## config.mk

```make
export PLATFORM = sky130hd
export DESIGN_NAME = pio_strobe_gen
export DESIGN_NICKNAME = d
export VERILOG_FILES = /design/src/rtl/pio_strobe_pkg.sv /design/src/rtl/pio_field_select.sv /design/src/rtl/pio_down_counter.sv /design/src/rtl/pio_strobe_fsm.sv /design/src/rtl/pio_strobe_gen.sv
export SDC_FILE = /design/constraint.sdc
export NUM_CORES = 1
export LEC_CHECK = 0
export CORE_ASPECT_RATIO = 0.9
export CORE_UTILIZATION = 40
export DETAILED_ROUTE_END_ITERATION = 10
export DONT_BUFFER_PORTS = 1
export GPL_ROUTABILITY_DRIVEN = 0
export PLACE_DENSITY = 0.62
export SKIP_LAST_GASP = 1
export SYNTH_ARGS = -nofsm -noshare
export SYNTH_HDL_FRONTEND = slang
export SYNTH_SLANG_ARGS = --single-unit
```

## constraint.sdc

```tcl
create_clock -name clk -period 2.7 [get_ports clk]
set_clock_uncertainty 0.15 [all_clocks]
set_input_delay 0.54 -clock clk [delete_from_list [all_inputs] [get_ports clk]]
set_output_delay 0.54 -clock clk [all_outputs]
set_load 0.005 [all_outputs]
```

## src/rtl/pio_strobe_pkg.sv

```systemverilog
package pio_strobe_pkg;

   // fixed layout of the timing word (decoded by this block)
   localparam int PHASE_FW       = 4;
   localparam int SETUP_FW       = 3;
   localparam int DAT_RECOV_LSB  = 0;
   localparam int DAT_ACT_LSB    = 4;
   localparam int TF_RECOV_LSB   = 8;
   localparam int TF_ACT_LSB     = 12;
   localparam int DAT_SETUP_LSB  = 19;
   localparam int TF_SETUP_LSB   = 22;
   localparam int TREG_MIN_W     = 25;

   typedef enum logic [2:0] {
      ST_IDLE,
      ST_SETUP,
      ST_ACTIVE,
      ST_RECOVER,
      ST_DONE
   } pio_state_e;

   typedef enum logic [1:0] {
      LD_SETUP,
      LD_ACT,
      LD_RECOV
   } phase_src_e;

   typedef struct packed {
      logic [PHASE_FW-1:0] act;
      logic [PHASE_FW-1:0] recov;
      logic [SETUP_FW-1:0] setup;
   } phase_fields_t;

endpackage

```

## src/rtl/pio_field_select.sv

```systemverilog
module pio_field_select
   import pio_strobe_pkg::*;
#(
   parameter int TREG_W = 32
) (
   input  logic [TREG_W-1:0] timing_reg,
   input  logic              taskfile,
   output phase_fields_t     fields
);

   phase_fields_t dat_f;
   phase_fields_t tf_f;

   always_comb begin
      dat_f.act   = timing_reg[DAT_ACT_LSB   +: PHASE_FW];
      dat_f.recov = timing_reg[DAT_RECOV_LSB +: PHASE_FW];
      dat_f.setup = timing_reg[DAT_SETUP_LSB +: SETUP_FW];
      tf_f.act    = timing_reg[TF_ACT_LSB    +: PHASE_FW];
      tf_f.recov  = timing_reg[TF_RECOV_LSB  +: PHASE_FW];
      tf_f.setup  = timing_reg[TF_SETUP_LSB  +: SETUP_FW];
      fields      = taskfile ? tf_f : dat_f;
   end

   // bits this block does not decode (mode enables, spare fields)
   generate
      if (TREG_W > TREG_MIN_W) begin : g_wide
         logic unused_hi;
         assign unused_hi = ^timing_reg[TREG_W-1:TREG_MIN_W];
      end
   endgenerate
   logic unused_mid;
   assign unused_mid = ^timing_reg[18:16];

endmodule

```

## src/rtl/pio_down_counter.sv

```systemverilog
module pio_down_counter #(
   parameter int W = 4
) (
   input  logic         clk,
   input  logic         rst_n,
   input  logic         load,
   input  logic [W-1:0] load_val,
   input  logic         dec,
   output logic         is_zero
);

   logic [W-1:0] cnt_q;

   always_ff @(posedge clk or negedge rst_n) begin
      if (!rst_n)
         cnt_q <= '0;
      else if (load)
         cnt_q <= load_val;
      else if (dec && (cnt_q != '0))
         cnt_q <= cnt_q - 1'b1;
   end

   assign is_zero = (cnt_q == '0);

endmodule

```

## src/rtl/pio_strobe_fsm.sv

```systemverilog
module pio_strobe_fsm
   import pio_strobe_pkg::*;
(
   input  logic       clk,
   input  logic       rst_n,
   input  logic       start,
   input  logic       ph_zero,
   input  logic       wd_zero,
   output pio_state_e state,
   output logic       ph_load,
   output phase_src_e ph_src,
   output logic       ph_dec,
   output logic       wd_load,
   output logic       wd_dec
);

   pio_state_e nxt;

   always_comb begin
      nxt     = state;
      ph_load = 1'b0;
      ph_src  = LD_SETUP;
      ph_dec  = 1'b0;
      wd_load = 1'b0;
      wd_dec  = 1'b0;
      unique case (state)
         ST_IDLE: begin
            if (start) begin
               nxt     = ST_SETUP;
               ph_load = 1'b1;
               ph_src  = LD_SETUP;
               wd_load = 1'b1;
            end
         end
         ST_SETUP: begin
            if (ph_zero) begin
               nxt     = ST_ACTIVE;
               ph_load = 1'b1;
               ph_src  = LD_ACT;
            end else begin
               ph_dec = 1'b1;
            end
         end
         ST_ACTIVE: begin
            if (ph_zero) begin
               nxt     = ST_RECOVER;
               ph_load = 1'b1;
               ph_src  = LD_RECOV;
            end else begin
               ph_dec = 1'b1;
            end
         end
         ST_RECOVER: begin
            if (ph_zero) begin
               if (wd_zero) begin
                  nxt = ST_DONE;
               end else begin
                  nxt     = ST_ACTIVE;
                  ph_load = 1'b1;
                  ph_src  = LD_ACT;
                  wd_dec  = 1'b1;
               end
            end else begin
               ph_dec = 1'b1;
            end
         end
         ST_DONE: nxt = ST_IDLE;
         default: nxt = ST_IDLE;
      endcase
   end

   always_ff @(posedge clk or negedge rst_n) begin
      if (!rst_n) state <= ST_IDLE;
      else        state <= nxt;
   end

endmodule

```

## src/rtl/pio_strobe_gen.sv

```systemverilog
module pio_strobe_gen
   import pio_strobe_pkg::*;
#(
   parameter int CNT_W  = 8,
   parameter int TREG_W = 32
) (
   input  logic              clk,
   input  logic              rst_n,
   input  logic              req,
   input  logic              req_write,
   input  logic              req_taskfile,
   input  logic [CNT_W-1:0]  req_words,
   input  logic [TREG_W-1:0] timing_reg,
   output logic              req_ack,
   output logic              rd_strobe_n,
   output logic              wr_strobe_n,
   output logic              busy,
   output logic              burst_done
);

   localparam int PH_W = (PHASE_FW > SETUP_FW) ? PHASE_FW : SETUP_FW;

   generate
      if (TREG_W < TREG_MIN_W) begin : g_bad_treg
         $error("TREG_W must cover the setup fields");
      end
      if (CNT_W < 1) begin : g_bad_cnt
         $error("CNT_W must be at least 1");
      end
   endgenerate

   pio_state_e    state;
   phase_fields_t sel_f;
   phase_fields_t lat_f;
   logic          lat_write;
   logic          start;
   logic          ph_load, ph_dec, ph_zero;
   logic          wd_load, wd_dec, wd_zero;
   phase_src_e    ph_src;
   logic [PH_W-1:0] ph_val;

   assign start = req && (state == ST_IDLE);

   pio_field_select #(.TREG_W(TREG_W)) u_sel (
      .timing_reg (timing_reg),
      .taskfile   (req_taskfile),
      .fields     (sel_f)
   );

   always_ff @(posedge clk or negedge rst_n) begin
      if (!rst_n) begin
         lat_f     <= '0;
         lat_write <= 1'b0;
      end else if (start) begin
         lat_f     <= sel_f;
         lat_write <= req_write;
      end
   end

   always_comb begin
      unique case (ph_src)
         LD_ACT:   ph_val = PH_W'(lat_f.act);
         LD_RECOV: ph_val = PH_W'(lat_f.recov);
         default:  ph_val = PH_W'(sel_f.setup);
      endcase
   end

   pio_strobe_fsm u_fsm (
      .clk     (clk),
      .rst_n   (rst_n),
      .start   (start),
      .ph_zero (ph_zero),
      .wd_zero (wd_zero),
      .state   (state),
      .ph_load (ph_load),
      .ph_src  (ph_src),
      .ph_dec  (ph_dec),
      .wd_load (wd_load),
      .wd_dec  (wd_dec)
   );

   pio_down_counter #(.W(PH_W)) u_phase (
      .clk      (clk),
      .rst_n    (rst_n),
      .load     (ph_load),
      .load_val (ph_val),
      .dec      (ph_dec),
      .is_zero  (ph_zero)
   );

   pio_down_counter #(.W(CNT_W)) u_words (
      .clk      (clk),
      .rst_n    (rst_n),
      .load     (wd_load),
      .load_val (req_words),
      .dec      (wd_dec),
      .is_zero  (wd_zero)
   );

   assign req_ack     = start;
   assign busy        = (state != ST_IDLE);
   assign burst_done  = (state == ST_DONE);
   assign rd_strobe_n = !((state == ST_ACTIVE) && !lat_write);
   assign wr_strobe_n = !((state == ST_ACTIVE) &&  lat_write);

endmodule

```

==> results.ini, run 1 <==
[sta]
setup_ws_ns=0.09564
setup_violations=0
maxSlewHeadroom_pct=67.86
final_max_slew_viol_count=0
fin_crit_sh_pct=96.46
fmax_mhz=384.0
worst_pin_slew_ns=0.4785
rsz0062_at_grt=true
hold_viol=0
fin_worst_hold_slack_ns=0.2271
period_needed_ns=2.604
fin_setup_tns_ns=0

[job]
cap_violations=0

[worst_setup_path]
startpoint_type=flop
worst_ep_required_time_ns=2.70
end_kind=flop
crit_type=reg -> reg
r2r_slack_ns=0.1
crit_fanout=5
cp.arrival_ns=2.61

[drt]
drt-total-wl_um=3091
drc=0
drtIter0Drc=74
vias_per_cell=5.601
dr.pass1.iters=4
wl_per_cell_um=14.18
via_count=1221
ant_nets=0

[finish]
syn2layout_area_growth_pct=11.00
nFillCells=370
finalNetCount=225
finalNonFillerCells=218
final_area_um2=1717
final_core_util_pct=46.34
diodes=0
drive_above_1_share_pct=13.95

[placement]
place_ws_ns=0.1187
numPortBuffers=0
dpl-instance-area_um2=1639
place_inst=213
post-dp-hpwl_um=2354

[clock_tree]
cts_tree=built
path_clk_slew_ns=0.08
post_cts_buffers=0
cts_root_buf=clkbuf_8
htreeDepth=1
insertion_delay_ns=0.26
cts_max_path_buffers=2
clock-sinks=24
cts-buffers-inserted=3

[pwr]
p_total_mw=1.657
intPower_mw=1.006
swShare_pct=39.29
power_frac_comb_pct=45.9
power_leakage_nw=0.7369
p_seq_share_pct=41.5
p_per_area_nw_per_um2=965.4
clock_power_share_pct=12.6
power_switching_mw=0.6511
peakVddDrop_mv=0.4512

[global_routing]
grt_overflow=0
grt_use_total_pct=17.41
grt_pass1_vias=1120
grt_max_degree=27
antenna_found_initial=0
grt_pass1_wl_um=5354

[logic_synthesis]
synth-adder-area-share_pct=4.854
synth-compound-area-share_pct=14.72
netlist_instances=165
ys_types=40
synth_fp_nets=216
avgSynthCellArea_um2=9.373
synth_edf_count=0
synth_top_family_by_area=simple AND/OR/NAND/NOR gates
synth_top_area_share_pct=38.83
yosysSeqAreaShare_pct=38.83
yosysTopAreaCell=dfrtp_1
muxShareOfSynthArea_pct=12.70
synth_ff_type=dfrtp_1
synth.area.top_cells=dfrtp_1 39%, mux2i_1 9.1%, ha_1 4.9%
ys_ff_latch=24
yosysWarnings=0
synthXorXnorAreaFrac_pct=3.398
yosys.area_share.simple_pct=21.44
syn_area_um2=1546
postSynth.asyncResetShare_pct=100.0

[worst_hold_path]
hp-class=in -> reg

[die]
dieArea_um2=4119
fp.coreArea_um2=3705
initial_utilization_pct=41.74
rows=21
die_y_um=60.99
die_width_um=67.54
ios=50

[outcome]
status=complete, no violations

-- layout by cell type (no fill, tap or decap), drive strengths merged --
cell	count
dfrtp	24
nand2	20
mux2i	14
o21ai	13
nor2	12
buf	10
inv	7
a21oi	7
ha	6
nor3	5
mux2	5
xor2	4
or3	3
nor4	3
a31oi	3
clkbuf	3
nor3b	3
a221oi	3
nand2b	2
nor4b	2
nand4	2
or4	2
o2111ai	2
xnor2	2
a211oi	2
clkinv	1
or4b	1
and2	1
and3b	1
o211ai	1
or3b	1
nand3b	1
a22oi	1
nand3	1
o31ai	1
o41ai	1
and4	1
dlygate4sd3	1
-- cell families after synthesis --
kind of cell | Yosys count
buffers and inverters | 15
AO/OA/AOI/OAI | 34
adder cells (fa/ha/maj) | 6
XOR/XNOR | 6
AND/OR/NAND/NOR | 61
flip-flops | 24
multiplexers | 19
-- layer usage --
metal / vias up / GRT usage [%] / share of wire (%)
met5: - / 0 / 0
met4: 0 / 5.471 / 1.0
met3: 5 / 3.195 / 4.9
met2: 43 / 26.17 / 44
met1: 560 / 25.23 / 50
li1: 613 / - / -
-- power groups by stage --
stage	Clock [mW]	Sequential (mW)	Combinational [mW]
2_1_floorplan	0	0.642	0.594
3_3_place_gp	0	0.681	0.720
3_5_place_dp	0	0.694	0.746
4_1_cts	0.217	0.686	0.764
5_1_grt	0.232	0.719	0.864
6_report	0.209	0.688	0.760
-- final cells by class --
cell class / count / area [um2] / area share, %
Inverter: 8 / 30.03 / 1.749
Timing Repair Buffer: 11 / 97.59 / 5.685
Tap cell: 46 / 57.56 / 3.353
Multi-Input combinational cell: 126 / 889.6 / 51.82
Sequential cell: 24 / 600.6 / 34.99
Clock buffer: 3 / 41.29 / 2.405
-- worst max-delay path, stage by stage, from the launching register on --
cell and delay [ns]:
dfrtp_1 0.39, inv_1 0.08, ha_1 0.16, or4b_4 0.46
nor2_1 0.16, a211oi_1 0.11, ha_1 0.36, a221oi_1 0.27
a21oi_1 0.08, mux2_2 0.26
-- synth_stat cells, drive strengths merged, types with 4 or more instances --
cell   number
a21oi       7
buf         5
dfrtp      24
ha          6
inv         7
mux2        5
mux2i      14
nand2      20
nor2       12
nor3        5
o21ai      13
xor2        4
-- flip-flops by register name (all words and copies together), names as in the netlist --
register and count:
lat_write 1, lat_f 8, u_fsm.state 3, u_phase.cnt_q 4, u_words.cnt_q 8
-- path summary, 6_finish.rpt --
check	end	cells after the start	from
worst max-delay path	u_phase.cnt_q[0]	9	u_words.cnt_q[0]
worst min-delay path	lat_write	2	req_write
worst max register to register	u_phase.cnt_q[0]	9	u_words.cnt_q[0]
worst min register to register	lat_f[10]	2	lat_f[10]
max in group asynchronous	u_fsm.state[1]	2	rst_n
min in group asynchronous	u_words.cnt_q[4]	2	rst_n
-- repair_timing --
item,in CTS,in global routing
setup endpoints to repair,0,3
endpoints found under the hold margin,24,0
gates resized for setup,0,1
hold buffers,2,0
(Power assumes the default switching activity.)
==> inputs of run 2 (changes only) <==
--- a/config.mk
+++ b/config.mk
@@ -10,7 +10,7 @@
 export DETAILED_ROUTE_END_ITERATION = 10
 export DONT_BUFFER_PORTS = 1
 export GPL_ROUTABILITY_DRIVEN = 0
-export PLACE_DENSITY = 0.62
+export SKIP_CTS_REPAIR_TIMING = 1
 export SKIP_LAST_GASP = 1
 export SYNTH_ARGS = -nofsm -noshare
 export SYNTH_HDL_FRONTEND = slang
==> run 2 against run 1 <==
Effect of this change: first-iteration DRC count fell by 38%; sequential share of layout area fell by 0.63 points; worst setup slack improved by 0.046 ns; critical path depth stayed put; clock-buffer cell count unchanged; design area grew 1.8%; register-to-register slack better by 0.05 ns; die area unchanged; maximum frequency increased by 1.8%; cell count is 0.46% higher; utilization up 0.84 points; critical endpoint unchanged; largest power group unchanged.
==> results.ini, run 2 (synthesized netlist as in run 1, its figures left out) <==
[worst_setup_path]
critPathMostFrequentCell=ha_1
path_delay_family=simple AND/OR/NAND/NOR gates
end_kind=flop
worst_ep_required_time_ns=2.71
startpoint_type=flop
crit_chain=inv_1 -> ha_1 -> or4b_4 -> nor2_2 -> a211oi_2 -> ha_1 -> a221oi_1 -> a21oi_1 -> mux2_2
crit_type=reg -> reg
slowest_delay_ns=0.46
crit_fanout=5
crit_buf_inv=1
cp.arrival_ns=2.57
slowest_stage=or4b_4

[clock_tree]
cts_root_buf=clkbuf_8
htreeDepth=1
path_clk_slew_ns=0.09
insertion_delay_ns=0.27
cts-buffers-inserted=3
clock-sinks=24
cts_max_path_buffers=2
cts_tree=built

[finish]
diodes=0
register_area_um2=600.6
reg_top3=lat_f x8, u_words.cnt_q x8, u_phase.cnt_q x4
finalNetCount=225
drive_above_1_share_pct=15.03
syn2layout_area_growth_pct=13.03
final_cell_mix=24 x dfrtp_1, 20 x nand2_1, 14 x mux2i_1, 12 x o21ai_0, 11 x nor2_1
nFillCells=368
multi_input_area_um2=890.9
final_common_cell=dfrtp_1
final_area_um2=1748

[global_routing]
grt_use_total_pct=16.78
antenna_found_initial=0
grt_overflow=0
grt_pass1_vias=1173
grt_pass1_wl_um=5250
grt_max_degree=28

[die]
fp.coreArea_um2=3705
ios=50
dieArea_um2=4119
die_width_um=67.54
initial_utilization_pct=41.74
die_y_um=60.99
rows=21

[sta]
fin_worst_hold_slack_ns=0.2271
rsz0062_at_grt=false
fin_crit_sh_pct=94.74
final_max_slew_viol_count=0
period_needed_ns=2.558
fin_setup_tns_ns=0
setup_ws_ns=0.1420
setup_violations=0
hold_viol=0
fmax_mhz=390.9
maxSlewHeadroom_pct=70.57
worst_pin_slew_ns=0.4381

[job]
cap_violations=0

[drt]
via_count=1239
drtIter0Drc=46
ant_nets=0
drt-total-wl_um=3082
drc=0
vias_per_cell=5.658
wl_per_cell_um=14.07
dr.pass1.iters=4

[pwr]
power_leakage_nw=0.7482
p_per_area_nw_per_um2=1008
peakVddDrop_mv=0.3521

[placement]
numPortBuffers=0
dpl-instance-area_um2=1639
place_ws_ns=0.1392
post-dp-hpwl_um=2280

[worst_hold_path]
hp-class=in -> reg

[outcome]
status=complete, no violations

run 2: layout make-up:
| type | instances | area share [%] |
|---|---|---|
| clock buffers | 3 | 2.362 |
| clock inverters | 1 | 1.718 |
| inverters | 8 | 1.718 |
| multi-input cells | 126 | 50.97 |
| flip-flops and latches | 24 | 34.36 |
| well taps | 46 | 3.293 |
| repair buffers | 11 | 5.583 |
run 2: metrics by stage:
stage               total power [mW]  std cells  utilization [%]
floorplan                      1.236        165                -
global placement               1.402        213            44.24
detailed placement             1.433        213            44.24
CTS                            1.761        217            46.17
global route                   1.915        219            47.18
finish                         1.762        219            47.18
run 2: layer usage:
metal	vias up	track usage, %	part of all wire, %
met4	0	4.559	0.97
met3	4	2.820	4.3
met2	27	26.59	46
met1	592	23.63	49
li1	616	-	-
met5	-	0	0
run 2: path summary, 6_finish.rpt:
check	start	end	slack, ns	depth (start not counted)
worst max-delay path	u_words.cnt_q[0]	u_phase.cnt_q[0]	0.14	9
worst min register to register	lat_f[6]	lat_f[6]	0.34	2
min in group asynchronous	rst_n	u_fsm.state[1]	0.55	2
max in group asynchronous	rst_n	u_fsm.state[2]	1.71	2
worst min-delay path	req_write	lat_write	0.23	2
worst max register to register	u_words.cnt_q[0]	u_phase.cnt_q[0]	0.14	9
run 2: power breakdown:
group	leakage, nW	switching (mW)	internal, mW
combinational	0.428	0.379	0.378
sequential	0.285	0.160	0.527
clock	0.0357	0.120	0.198
total	0.748	0.658	1.10
